==> src/rtl/regwin_pkg.sv <==
// Shared types for the register access window.
// Assumes: one operation is decided per cycle from the controller strobes.
package regwin_pkg;
    // Operation selected in a cycle
    typedef enum logic [2:0] {
        OP_IDLE,
        OP_SETA,
        OP_REGWR,
        OP_REGRD,
        OP_MLO,
        OP_MHI,
        OP_MEMWR,
        OP_MEMRD
    } op_e;

    // Outstanding-read state
    typedef enum logic [1:0] {
        ST_IDLE,
        ST_WREG,
        ST_WMEM
    } wait_e;
endpackage

==> src/rtl/regwin_decode.sv <==
// Turns controller strobes into one operation per cycle.
// Assumes: the pointer value decides whether an access hits a memory window location.
module regwin_decode
    import regwin_pkg::*;
#(
    parameter int AW          = 16,
    parameter int MEM_LO_LOC  = 16'h0440,
    parameter int MEM_DAT_LOC = 16'h0448
) (
    input  logic          addr_wr,
    input  logic          data_wr,
    input  logic          addr_rd,
    input  logic          busy,
    input  logic [AW-1:0] ptr,
    output op_e           op
);
    localparam logic [AW-1:0] LO_V  = AW'(MEM_LO_LOC);
    localparam logic [AW-1:0] HI_V  = AW'(MEM_LO_LOC + 1);
    localparam logic [AW-1:0] DAT_V = AW'(MEM_DAT_LOC);

    // Priority select: pointer load, then data write, then read; nothing while busy
    always_comb begin
        op = OP_IDLE;
        if (!busy) begin
            if (addr_wr) begin
                op = OP_SETA;
            end else if (data_wr) begin
                if (ptr == DAT_V)     op = OP_MEMWR;
                else if (ptr == LO_V) op = OP_MLO;
                else if (ptr == HI_V) op = OP_MHI;
                else                  op = OP_REGWR;
            end else if (addr_rd) begin
                if (ptr == DAT_V) op = OP_MEMRD;
                else              op = OP_REGRD;
            end
        end
    end
endmodule

==> src/rtl/regwin_ptr.sv <==
// Holds the register pointer and the 64-bit memory pointer.
// Assumes: MAW - DW <= DW so the high half fits in one data word.
module regwin_ptr
    import regwin_pkg::*;
#(
    parameter int AW       = 16,
    parameter int DW       = 32,
    parameter int MAW      = 64,
    parameter int MEM_STEP = 4
) (
    input  logic           clk,
    input  logic           rst_n,
    input  op_e            op,
    input  logic [DW-1:0]  wdata,
    output logic [AW-1:0]  ptr,
    output logic [MAW-1:0] mptr
);
    localparam int HW = MAW - DW;
    localparam logic [MAW-1:0] STEP_V = MAW'(MEM_STEP);
    localparam logic [AW-1:0]  ONE_V  = AW'(1);

    // Register pointer: load, or step by one on a register-side access (wraps)
    always_ff @(posedge clk) begin
        if (!rst_n) begin
            ptr <= '0;
        end else begin
            case (op)
                OP_SETA:                           ptr <= wdata[AW-1:0];
                OP_REGWR, OP_REGRD, OP_MLO, OP_MHI: ptr <= ptr + ONE_V;
                default:                           ptr <= ptr;
            endcase
        end
    end

    // Memory pointer: half loads, or step by one word per memory access
    always_ff @(posedge clk) begin
        if (!rst_n) begin
            mptr <= '0;
        end else begin
            case (op)
                OP_MLO:             mptr[DW-1:0]  <= wdata;
                OP_MHI:             mptr[MAW-1:DW] <= wdata[HW-1:0];
                OP_MEMWR, OP_MEMRD: mptr <= mptr + STEP_V;
                default:            mptr <= mptr;
            endcase
        end
    end
endmodule

==> src/rtl/regwin_issue.sv <==
// Drives registered bus and memory strobes and tracks the outstanding read.
// Assumes: a response is taken only from the back end being waited on.
module regwin_issue
    import regwin_pkg::*;
#(
    parameter int AW       = 16,
    parameter int DW       = 32,
    parameter int MAW      = 64,
    parameter int BANK_BIT = 11
) (
    input  logic           clk,
    input  logic           rst_n,
    input  op_e            op,
    input  logic [AW-1:0]  ptr,
    input  logic [MAW-1:0] mptr,
    input  logic [DW-1:0]  wdata,
    input  logic           bus_rvalid,
    input  logic [DW-1:0]  bus_rdata,
    input  logic           mem_rvalid,
    input  logic [DW-1:0]  mem_rdata,
    output logic           busy,
    output logic           rvalid,
    output logic [DW-1:0]  rdata,
    output logic           bus_wr,
    output logic           bus_rd,
    output logic [AW-1:0]  bus_addr,
    output logic           bus_bank,
    output logic [DW-1:0]  bus_wdata,
    output logic           mem_wr,
    output logic           mem_rd,
    output logic [MAW-1:0] mem_addr,
    output logic [DW-1:0]  mem_wdata
);
    localparam logic [AW-1:0] BANK_MASK = ~(AW'(1) << BANK_BIT);

    wait_e st;
    logic  reg_op;
    logic  mem_op;

    assign reg_op = (op == OP_REGWR) || (op == OP_REGRD);
    assign mem_op = (op == OP_MEMWR) || (op == OP_MEMRD);
    assign busy   = (st != ST_IDLE);

    // One-cycle access strobes
    always_ff @(posedge clk) begin
        if (!rst_n) begin
            bus_wr <= 1'b0;
            bus_rd <= 1'b0;
            mem_wr <= 1'b0;
            mem_rd <= 1'b0;
        end else begin
            bus_wr <= (op == OP_REGWR);
            bus_rd <= (op == OP_REGRD);
            mem_wr <= (op == OP_MEMWR);
            mem_rd <= (op == OP_MEMRD);
        end
    end

    // Register bus address, bank and data, held between accesses
    always_ff @(posedge clk) begin
        if (!rst_n) begin
            bus_addr  <= '0;
            bus_bank  <= 1'b0;
            bus_wdata <= '0;
        end else if (reg_op) begin
            bus_addr  <= ptr & BANK_MASK;
            bus_bank  <= ptr[BANK_BIT];
            bus_wdata <= wdata;
        end
    end

    // Memory address and data, held between accesses
    always_ff @(posedge clk) begin
        if (!rst_n) begin
            mem_addr  <= '0;
            mem_wdata <= '0;
        end else if (mem_op) begin
            mem_addr  <= mptr;
            mem_wdata <= wdata;
        end
    end

    // Outstanding-read tracking and return of read data
    always_ff @(posedge clk) begin
        if (!rst_n) begin
            st     <= ST_IDLE;
            rvalid <= 1'b0;
            rdata  <= '0;
        end else begin
            rvalid <= 1'b0;
            case (st)
                ST_IDLE: begin
                    if (op == OP_REGRD)      st <= ST_WREG;
                    else if (op == OP_MEMRD) st <= ST_WMEM;
                end
                ST_WREG: begin
                    if (bus_rvalid) begin
                        st     <= ST_IDLE;
                        rvalid <= 1'b1;
                        rdata  <= bus_rdata;
                    end
                end
                ST_WMEM: begin
                    if (mem_rvalid) begin
                        st     <= ST_IDLE;
                        rvalid <= 1'b1;
                        rdata  <= mem_rdata;
                    end
                end
                default: st <= ST_IDLE;
            endcase
        end
    end
endmodule

==> src/rtl/regwin_bridge.sv <==
// Top of the register access window: decode, pointers and access issue.
// Assumes: controller strobes are sampled every cycle; requests while busy are dropped.
module regwin_bridge
    import regwin_pkg::*;
#(
    parameter int AW          = 16,
    parameter int DW          = 32,
    parameter int MAW         = 64,
    parameter int BANK_BIT    = 11,
    parameter int MEM_LO_LOC  = 16'h0440,
    parameter int MEM_DAT_LOC = 16'h0448,
    parameter int MEM_STEP    = 4
) (
    input  logic           clk,
    input  logic           rst_n,
    input  logic           ctl_addr_wr,
    input  logic           ctl_data_wr,
    input  logic           ctl_addr_rd,
    input  logic [DW-1:0]  ctl_wdata,
    output logic           ctl_busy,
    output logic           ctl_rvalid,
    output logic [DW-1:0]  ctl_rdata,
    output logic           bus_wr,
    output logic           bus_rd,
    output logic [AW-1:0]  bus_addr,
    output logic           bus_bank,
    output logic [DW-1:0]  bus_wdata,
    input  logic           bus_rvalid,
    input  logic [DW-1:0]  bus_rdata,
    output logic           mem_wr,
    output logic           mem_rd,
    output logic [MAW-1:0] mem_addr,
    output logic [DW-1:0]  mem_wdata,
    input  logic           mem_rvalid,
    input  logic [DW-1:0]  mem_rdata
);
    op_e            op;
    logic [AW-1:0]  ptr;
    logic [MAW-1:0] mptr;

    regwin_decode #(.AW(AW), .MEM_LO_LOC(MEM_LO_LOC), .MEM_DAT_LOC(MEM_DAT_LOC)) u_dec (
        .addr_wr(ctl_addr_wr), .data_wr(ctl_data_wr), .addr_rd(ctl_addr_rd),
        .busy(ctl_busy), .ptr(ptr), .op(op)
    );

    regwin_ptr #(.AW(AW), .DW(DW), .MAW(MAW), .MEM_STEP(MEM_STEP)) u_ptr (
        .clk(clk), .rst_n(rst_n), .op(op), .wdata(ctl_wdata), .ptr(ptr), .mptr(mptr)
    );

    regwin_issue #(.AW(AW), .DW(DW), .MAW(MAW), .BANK_BIT(BANK_BIT)) u_iss (
        .clk(clk), .rst_n(rst_n), .op(op), .ptr(ptr), .mptr(mptr), .wdata(ctl_wdata),
        .bus_rvalid(bus_rvalid), .bus_rdata(bus_rdata),
        .mem_rvalid(mem_rvalid), .mem_rdata(mem_rdata),
        .busy(ctl_busy), .rvalid(ctl_rvalid), .rdata(ctl_rdata),
        .bus_wr(bus_wr), .bus_rd(bus_rd), .bus_addr(bus_addr), .bus_bank(bus_bank),
        .bus_wdata(bus_wdata), .mem_wr(mem_wr), .mem_rd(mem_rd),
        .mem_addr(mem_addr), .mem_wdata(mem_wdata)
    );
endmodule

==> config.mk <==
export PLATFORM = sky130hd
export DESIGN_NAME = regwin_bridge
export DESIGN_NICKNAME = d
export VERILOG_FILES = /design/src/rtl/regwin_pkg.sv /design/src/rtl/regwin_decode.sv /design/src/rtl/regwin_ptr.sv /design/src/rtl/regwin_issue.sv /design/src/rtl/regwin_bridge.sv
export SDC_FILE = /design/constraint.sdc
export NUM_CORES = 1
export LEC_CHECK = 0
export BUFFER_PORTS_ARGS = -buffer_cell sky130_fd_sc_hd__clkbuf_2
export CAP_MARGIN = 20
export CORE_MARGIN = 8
export CORE_UTILIZATION = 45
export DETAILED_ROUTE_END_ITERATION = 8
export GPL_TIMING_DRIVEN = 0
export PLACE_DENSITY_LB_ADDON = 0.05
export SLEW_MARGIN = 20
export SYNTH_ARGS = -nofsm -noshare
export SYNTH_HDL_FRONTEND = slang
export SYNTH_HIERARCHICAL = 1
export SYNTH_SLANG_ARGS = --single-unit
export TNS_END_PERCENT = 5
==> constraint.sdc <==
create_clock -name clk -period 3.1 [get_ports clk]
set_input_delay 0.465 -clock clk [delete_from_list [all_inputs] [get_ports clk]]
set_output_delay 0.465 -clock clk [all_outputs]
set_load 0.01 [all_outputs]
=== Word level (Yosys, flattened, before mapping) ===
Cells that the tools add are included.

* Output and inout port bits: 183
* Bits of input ports: 103
* Flip-flop bits (word level): 263

* Reductions and logical operators: 12
* $add $sub $neg: 2
* Eq/ne operators: 15
* Multiplexer cells: 22

{| class="wikitable"
|+ Operators by type and width
! operator !! number
|-
| $pmux 32 s2 || 3
|-
| $add 64x3->64 const B || 1
|-
| $mux 32 || 2
|-
| $eq 16x11->1 const B || 3
|-
| $pmux 16 s2 || 1
|-
| $mux 3 || 8
|-
| $add 16x1->16 const B || 1
|-
| $eq 3x3->1 const B || 4
|-
| $reduce_bool 2->1 || 5
|-
| $mux 2 || 4
|-
| $eq 3x2->1 const B || 2
|-
| $pmux 2 s3 || 1
|-
| $reduce_and 3->1 || 2
|-
| $ne 2x2->1 const B || 2
|-
| $reduce_or 4->1 || 1
|-
| $eq 3x1->1 const B || 1
|-
| $ne 3x1->1 const B || 1
|-
| $eq 2x1->1 const B || 1
|-
| $eq 2x2->1 const B || 1
|-
| $logic_not 2->1 || 1
|-
| $logic_or 1x1->1 || 2
|-
| $mux 1 || 2
|-
| $pmux 1 s2 || 1
|-
| $reduce_or 2->1 || 1
|}

=== Logic depth before layout (Yosys ltp) ===
Gate-level depths: netlist (run 1).

* Word-level depth: 11
* Depth in mapped cells: 14

=== Modules after synthesis ===
Netlist (run 1), hierarchy kept.

{| class="wikitable"
|+ Modules (own cells, without submodules)
! module !! area each (µm²) !! cells an instance !! sequential area each (µm²) !! times used
|-
| regwin_issue || 7166.9 || 813 || 3663.5 || 1
|-
| regwin_ptr || 5258.8 || 683 || 1601.5 || 1
|-
| regwin_decode || 122.6 || 16 || 0.0 || 1
|}

=== Least setup slack after synthesis (run 1) ===
OpenSTA, ideal clock, no wires.

* Path kind: register to register
* Start point: register u_iss.st[0]
* End point: register u_ptr.mptr[30]
* Arrival: 2.938 ns
* Path buffers: 3
* Slack: 0.088 ns
* Library setup time: 0.074 ns
* Stages on the path, launching flop included: 15
* Cell sequence: dfxtp_1 > inv_1 > ha_1 > inv_1 > nor2_1 > o21ai_0 > nor3_1 > ha_1 > buf_2 > clkinv_1 > clkbuf_1 > nand2_1 > clkbuf_1 > o211ai_1 > a31oi_1

* Cells in the longest elaborated chain, start to end: 5

{| class="wikitable"
|+ Ends and longest elaborated chain
! item !! line !! RTL
|-
| start: declaration || regwin_issue.sv:36 || <nowiki>wait_e st;</nowiki>
|-
| start signal: assignment || regwin_issue.sv:86 || <nowiki>st <= ST_IDLE;</nowiki>
|-
| start signal: assignment || regwin_issue.sv:93 || <nowiki>if (op == OP_REGRD) st <= ST_WREG;</nowiki>
|-
| start signal: assignment || regwin_issue.sv:94 || <nowiki>else if (op == OP_MEMRD) st <= ST_WMEM;</nowiki>
|-
| $reduce_bool 2->1 (*) || regwin_issue.sv:42 || <nowiki>assign busy = (st != ST_IDLE);</nowiki>
|-
| net ctl_busy || regwin_bridge.sv:20 || <nowiki>output logic ctl_busy,</nowiki>
|-
| $mux 3 (*) || regwin_decode.sv:24 || <nowiki>if (!busy) begin</nowiki>
|-
| net op[2] || regwin_bridge.sv:37 || <nowiki>op_e op;</nowiki>
|-
| $eq 3x3->1 || regwin_ptr.sv:40 || <nowiki>case (op)</nowiki>
|-
| $reduce_or 2->1 || regwin_ptr.sv:40 ||
|-
| $pmux 32 s2 / $reduce_bool 2->1 (equally long branches) || n/a ||
|-
| end signal: indexed assignment || regwin_ptr.sv:41 || <nowiki>OP_MLO: mptr[DW-1:0] <= wdata;</nowiki>
|-
| end signal: indexed assignment || regwin_ptr.sv:42 || <nowiki>OP_MHI: mptr[MAW-1:DW] <= wdata[HW-1:0];</nowiki>
|-
| end signal: assignment || regwin_ptr.sv:43 || <nowiki>OP_MEMWR, OP_MEMRD: mptr <= mptr + STEP_V;</nowiki>
|-
| end: declaration || regwin_ptr.sv:16 || <nowiki>output logic [MAW-1:0] mptr</nowiki>
|}

The timed path passes the listed nets; every way through them passes the cells marked *.
A chain may end at the register's enable or synchronous reset.

=== Worst setup path in the final report (run 1) ===
* Start point: register u_iss.st[1]
* End point: register u_ptr.mptr[51]

* Cells in the longest elaborated chain, start to end: 5

{| class="wikitable"
|+ Ends and longest elaborated chain
! item !! line
|-
| $reduce_bool 2->1 (*) || regwin_issue.sv:42
|-
| $mux 3 (*) || regwin_decode.sv:24
|-
| net op[2] || regwin_bridge.sv:37
|-
| $eq 3x3->1 || regwin_ptr.sv:40
|-
| $reduce_or 2->1 || regwin_ptr.sv:40
|-
| $pmux 32 s2 / $reduce_bool 2->1 (equally long branches) || n/a
|}

Marked as above.

==> impl_metrics.env, run 1 <==
export IMPL_grt_max_degree=15
export IMPL_critPathMaxFanout=10
export IMPL_ios=286
export IMPL_chipHeight_um=183
export IMPL_setup_slack_ns=0.0818
export IMPL_place_inst=2174
export IMPL_synth_top_area_cell="dfxtp_1"
export IMPL_grt_usage_pct=27.8
export IMPL_critical_path_class="reg2reg"
export IMPL_wl_um=48100
export IMPL_synthesis_nets=1623
export IMPL_drt_iter0_drc=1239
export IMPL_pre_cts_slack_ns=-1.25
export IMPL_hold_class="in2reg"
export IMPL_fin_area_sq_um=15600
export IMPL_cts_sinks=263
export IMPL_syn_area_per_cell_sq_um=8.30
export IMPL_num_vias=12900
export IMPL_ant_nets=0
export IMPL_p_leak_nw=6.41
export IMPL_arrival_ns=3.43
export IMPL_yosysTopAreaCellShare_pct=42.0
export IMPL_row_count=61
export IMPL_cp_start_kind="flop"
export IMPL_diodes=0
export IMPL_r2r_slack_ns=0.08
export IMPL_synth_edf_count=0
export IMPL_syn_cell_area_sq_um=12500
export IMPL_synthTopCellsByCount="363 x nand2_1, 263 x dfxtp_1, 144 x a21boi_1, 75 x nand3_1, 71 x clkbuf_1"
export IMPL_grt_pass1_wl_um=73300
export IMPL_hold_viol=0
export IMPL_yosysUniqueCellTypes=75
export IMPL_max_cap_violations=0
export IMPL_yosysWarnings=6
export IMPL_synthesis_instances=1512
export IMPL_fin_tns_setup_ns=0
export IMPL_ir_drop_uv=354
export IMPL_wire_per_inst_um=21.5
export IMPL_dp_hpwl_um=35500
export IMPL_max_slew_margin_pct=32.5
export IMPL_placed_cell_area_sq_um=14400
export IMPL_cts_buffers=30
export IMPL_clkLatencyLatePin_ns=0.56
export IMPL_grt_remaining_overflow=0
export IMPL_power_density_nw_per_um2=510
export IMPL_post_route_util_pct=56.6
export IMPL_yosys_register_bits=263
export IMPL_ys_seq_area_share_pct=42.0
export IMPL_cts_tree="done"
export IMPL_tightestPinTransition_ns=1.01
export IMPL_gp_congestion=0.963
export IMPL_fin_cells=2239
export IMPL_fp_dieArea_sq_um=33500
export IMPL_finalSetupViolCount=0
export IMPL_fin_skew_ns=0.0196
export IMPL_firstDrtPassIters=7
export IMPL_ctsHoldBuffers=0
export IMPL_fin_nets=1948
export IMPL_grt_pass1_vias=12500
export IMPL_p_total_mw=7.98
export IMPL_clock_path_buffers=3
export IMPL_path_clk_slew_ns=0.06
export IMPL_drive_gt1_share_pct=24.4
export IMPL_initial_core_util_pct=45.4
export IMPL_status="finished clean"
export IMPL_cts_root_buf="clkbuf_16"
export IMPL_design_core_area_sq_um=27600
export IMPL_antenna_found_initial=1
export IMPL_period_minus_slack_ns=3.02
export IMPL_drc_errors=0
export IMPL_fmax_ghz=0.331
export IMPL_drv_slew=0
export IMPL_synth_most_common_cell="nand2_1"
export IMPL_die_w_um=183
export IMPL_hold_ws_ns=0.180
export IMPL_synth_ff_type="dfxtp_1"
export IMPL_rsz0062_at_grt="yes"
export IMPL_area_delta_synth_final_pct=24.6
export IMPL_fin_crit_sh_pct=97.4
export IMPL_synth_area_top_cells="dfxtp_1 42%, nand2_1 11%, a21boi_1 8.6%"
export IMPL_via_per_inst=5.76
export IMPL_port_buffers=284
export IMPL_cp_end_kind="flop"
export IMPL_synthArstFlopShare_pct=0
export IMPL_crit_required_ns=3.52
export IMPL_htree_num_levels=1
-- sequential cells by signal (all words and copies together) (netlist names) --
signal,cells
u_iss/mem_rd,1
u_iss/bus_rd,1
u_iss/bus_addr,15
u_iss/bus_wr,1
u_iss/mem_wr,1
u_iss/mem_wdata,32
u_iss/bus_wdata,32
u_iss/mem_addr,64
u_iss/st,2
u_ptr/mptr,64
u_iss/bus_bank,1
u_ptr/ptr,16
u_iss/rdata,32
u_iss/rvalid,1
-- routing by layer --
metal	GRT usage [%]	vias to the layer above	share of wire, %
li1	-	6065	-
met1	33.9	6128	40
met2	46.0	582	47
met3	7.38	111	9.5
met4	11.1	0	3.9
met5	0	-	0
-- worst max-delay path, cell delays in order, from the launching register on --
cell	delay, ns
dfxtp_1	0.34
inv_1	0.11
ha_1	0.18
inv_1	0.12
nor2_1	0.10
o21ai_1	0.13
nor3_4	0.29
ha_2	0.21
buf_2	0.25
inv_4	0.12
and2_1	0.17
clkbuf_1	0.30
a22o_1	0.33
a31oi_1	0.14
a21oi_1	0.09
-- cell families (layout without fill, tap and decap cells) --
family | after synthesis | count (layout) | share of synthesized area, %
other | 1 | 1 | 0.0299
adders and majority gates | 8 | 8 | 0.798
muxes | 52 | 52 | 4.33
and+or+nand+nor | 676 | 676 | 26.5
buffers and inverters | 129 | 478 | 4.45
xor gates and xnor gates | 1 | 1 | 0.0698
DFF | 263 | 263 | 42.0
AOI/OAI and AO/OA | 382 | 382 | 21.9
-- where the power goes --
| group | switching (mW) | internal (mW) | total [mW] | leakage, nW |
|---|---|---|---|---|
| Sequential | 0.0894 | 3.49 | 3.58 | 2.13 |
| Clock | 1.47 | 2.17 | 3.64 | 0.506 |
| Combinational | 0.466 | 0.295 | 0.761 | 3.78 |
| Total | 2.03 | 5.95 | 7.98 | 6.41 |
-- final timing paths --
path / startpoint / cells past startpoint / to
worst max-delay path: u_iss/st[1]$_SDFFE_PN0P_ / 14 / u_ptr/mptr[51]$_SDFFE_PN0P_
worst min-delay path: bus_rvalid / 3 / u_iss/rvalid$_SDFF_PN0_
worst max register to register: u_iss/st[1]$_SDFFE_PN0P_ / 14 / u_ptr/mptr[51]$_SDFFE_PN0P_
worst min register to register: u_ptr/mptr[31]$_SDFFE_PN0P_ / 2 / u_iss/mem_addr[31]$_SDFFE_PN0P_
-- placed cells by master, fill, tap and decap left out, drive strengths merged, types with 5 or more instances in the layout --
master,instances
or3,14
nand3,77
nor2b,5
nand2b,11
or4,6
inv,20
mux2,15
nand4,50
o31a,5
o21ai,38
nor2,52
nor4,14
clkbuf,395
clkinv,11
o221ai,6
a211oi,5
nand2,363
o31ai,5
a31oi,28
buf,47
mux2i,37
o211ai,15
o211a,33
and2,12
ha,8
a22oi,5
a21boi,145
o21a,7
a21oi,55
dfxtp,263
and4,9
nor3,27
and3,20
-- layout make-up --
class / count / area, sq um
clock inverter: 17 / 169
timing repair buffer: 295 / 1500
sequential: 263 / 5270
inverter: 19 / 73.8
fill: 2676 / 12000
tap: 378 / 473
clock buffer: 39 / 846
buffer: 108 / 531
multi-input combinational: 1120 / 6770
-- what timing repair did --
item	4_1_cts	5_1_grt
gates resized for setup	20	40
pin swaps	3	3
setup buffers	8	3
endpoints found under the setup margin	177	115
No activity file was read; power rests on OpenSTA's default activity.
==> inputs of run 2 (changes only) <==
Settings changed: CORE_UTILIZATION 45 to 30.
==> impl_metrics.env, run 2 (synthesized netlist as in run 1, its figures left out) <==
export IMPL_gp_congestion=0.904
export IMPL_htree_num_levels=2
export IMPL_wire_per_inst_um=23.1
export IMPL_die_w_um=221
export IMPL_min_path_cells=3
export IMPL_antenna_found_initial=1
export IMPL_grt_max_degree=12
export IMPL_dp_hpwl_um=41100
export IMPL_grt_pass1_vias=12600
export IMPL_ir_drop_uv=401
export IMPL_max_slew_margin_pct=38.7
export IMPL_critPathMaxFanout=10
export IMPL_cts_root_buf="clkbuf_16"
export IMPL_path_clk_slew_ns=0.06
export IMPL_power_density_nw_per_um2=520
export IMPL_row_count=75
export IMPL_r2r_cells=14
export IMPL_hold_viol=0
export IMPL_num_vias=12700
export IMPL_finalSetupViolCount=0
export IMPL_chipHeight_um=221
export IMPL_regArea_sq_um=5270
export IMPL_critical_path_class="reg2reg"
export IMPL_fmax_ghz=0.341
export IMPL_hold_ws_ns=0.200
export IMPL_hold_class="in2reg"
export IMPL_drive_gt1_share_pct=24.6
export IMPL_area_delta_synth_final_pct=27.0
export IMPL_firstDrtPassIters=5
export IMPL_arrival_ns=3.30
export IMPL_ant_nets=0
export IMPL_fin_skew_ns=0.0204
export IMPL_rsz0062_at_grt="yes"
export IMPL_p_leak_nw=6.47
export IMPL_clkLatencyLatePin_ns=0.55
export IMPL_drt_iter0_drc=1128
export IMPL_fill_cells=4458
export IMPL_path_cells="inv_1, ha_1, inv_1, nor2_1, o21ai_2, nor3_4, ha_1, clkbuf_4, clkinv_4, and2_1, clkbuf_2, clkbuf_4, a221oi_1, nor2_1"
export IMPL_cp_top_family="buffers and inverters"
export IMPL_status="finished clean"
export IMPL_design_core_area_sq_um=41700
export IMPL_final_common_cell="nand2_1"
export IMPL_max_cap_violations=0
export IMPL_cp_start_kind="flop"
export IMPL_cts_sinks=263
export IMPL_period_minus_slack_ns=2.94
export IMPL_final_cell_mix="362 x nand2_1, 300 x clkbuf_2, 262 x dfxtp_1, 144 x a21boi_1, 75 x nand3_1"
export IMPL_slowest_stage="dfxtp_1"
export IMPL_ctsHoldBuffers=0
export IMPL_grt_remaining_overflow=0
export IMPL_crit_required_ns=3.47
export IMPL_ios=286
export IMPL_grt_pass1_wl_um=81000
export IMPL_drc_errors=0
export IMPL_port_buffers=284
export IMPL_p_total_mw=8.29
export IMPL_tightestPinTransition_ns=0.920
export IMPL_via_per_inst=5.31
export IMPL_cp_end_kind="flop"
export IMPL_cts_buffers=34
export IMPL_clock_path_buffers=3
export IMPL_multi_input_area_sq_um=6800
export IMPL_initial_core_util_pct=30.1
export IMPL_cts_tree="done"
export IMPL_path_depth=14
export IMPL_critical_path_buf_inv_count=6
export IMPL_fin_crit_sh_pct=94.7
export IMPL_drv_slew=0
export IMPL_fp_dieArea_sq_um=48600
export IMPL_reg_largest_list="u_iss/mem_addr: 64 flops, u_ptr/mptr: 64 flops"
export IMPL_slowest_delay_ns=0.34
export IMPL_fin_nets=1950
export IMPL_grt_usage_pct=22.2
export IMPL_wl_um=55500
[run 2: changes by cell type in the layout (fill, tap and decap cells not counted), sizes merged]
cell | previous run | this run
clkinvlp | 2 | 0
diode | 0 | 1
clkbuf | 395 | 408
clkinv | 11 | 6
buf | 47 | 43
bufinv | 3 | 1
[run 2: metal layers]
| layer | wire length (um) | up-vias | GRT usage, % |
|---|---|---|---|
| li1 | - | 6073 | - |
| met1 | 23300 | 6121 | 27.7 |
| met4 | 1440 | 0 | 7.00 |
| met2 | 25800 | 464 | 35.9 |
| met3 | 4910 | 83 | 7.38 |
| met5 | 0 | - | 0 |
[run 2: through the flow]
step                worst slack (ns)  util (%)  std cells  TNS, ns  area (sq um)
finish                         0.165      38.2       2401        0         15900
global route                 -0.0371      38.2       2400  -0.0526         15900
CTS                          -0.0233      38.1       2399  -0.0345         15900
detailed placement             -1.18      35.2       2335   -58.25         14700
global placement               -1.51      35.1       2335  -114.20         14600
floorplan                     0.0876         -       1512        0         12500
[run 2: final timing paths]
kind	end	slack [ns]	from
hold / removal	u_iss/rvalid$_SDFF_PN0_	0.20	bus_rvalid
hold reg to reg	u_iss/mem_addr[34]$_SDFFE_PN0P_	0.45	u_ptr/mptr[34]$_SDFFE_PN0P_
setup reg to reg	u_ptr/mptr[10]$_SDFFE_PN0P_	0.16	u_iss/st[1]$_SDFFE_PN0P_
setup / recovery	u_ptr/mptr[10]$_SDFFE_PN0P_	0.16	u_iss/st[1]$_SDFFE_PN0P_
[run 2: repair_timing]
item | 4_1_cts | 5_1_grt
pin swaps | 4 | 1
setup endpoints to repair | 113 | 107
gates resized for setup | 31 | 33
setup buffers | 6 | 1
[run 2: worst register-to-register path, cell delays in order (launching register included)]
cell and delay (ns):
dfxtp_1 0.34, inv_1 0.11, ha_1 0.18, inv_1 0.14, nor2_1 0.15, o21ai_2 0.11, nor3_4 0.19, ha_1 0.18
clkbuf_4 0.23, clkinv_4 0.15, and2_1 0.16, clkbuf_2 0.18, clkbuf_4 0.24, a221oi_1 0.30, nor2_1 0.10
[run 2: layout make-up]
| class | count | share of cell area, % |
|---|---|---|
| multi-input combinational | 1120 | 42.7 |
| sequential | 263 | 33.1 |
| timing repair buffer | 291 | 9.25 |
| clock buffer | 50 | 6.35 |
| tap | 539 | 4.23 |
| buffer | 110 | 3.42 |
| clock inverter | 8 | 0.526 |
| inverter | 19 | 0.479 |
| antenna | 1 | 0.0157 |
[run 2: power breakdown]
part           total, mW  internal (mW)  leakage, nW  switching [mW]
clock               3.92           2.34        0.544            1.58
combinational      0.784          0.297         3.80           0.487
sequential          3.59           3.49         2.13          0.0936
total               8.29           6.13         6.47            2.16
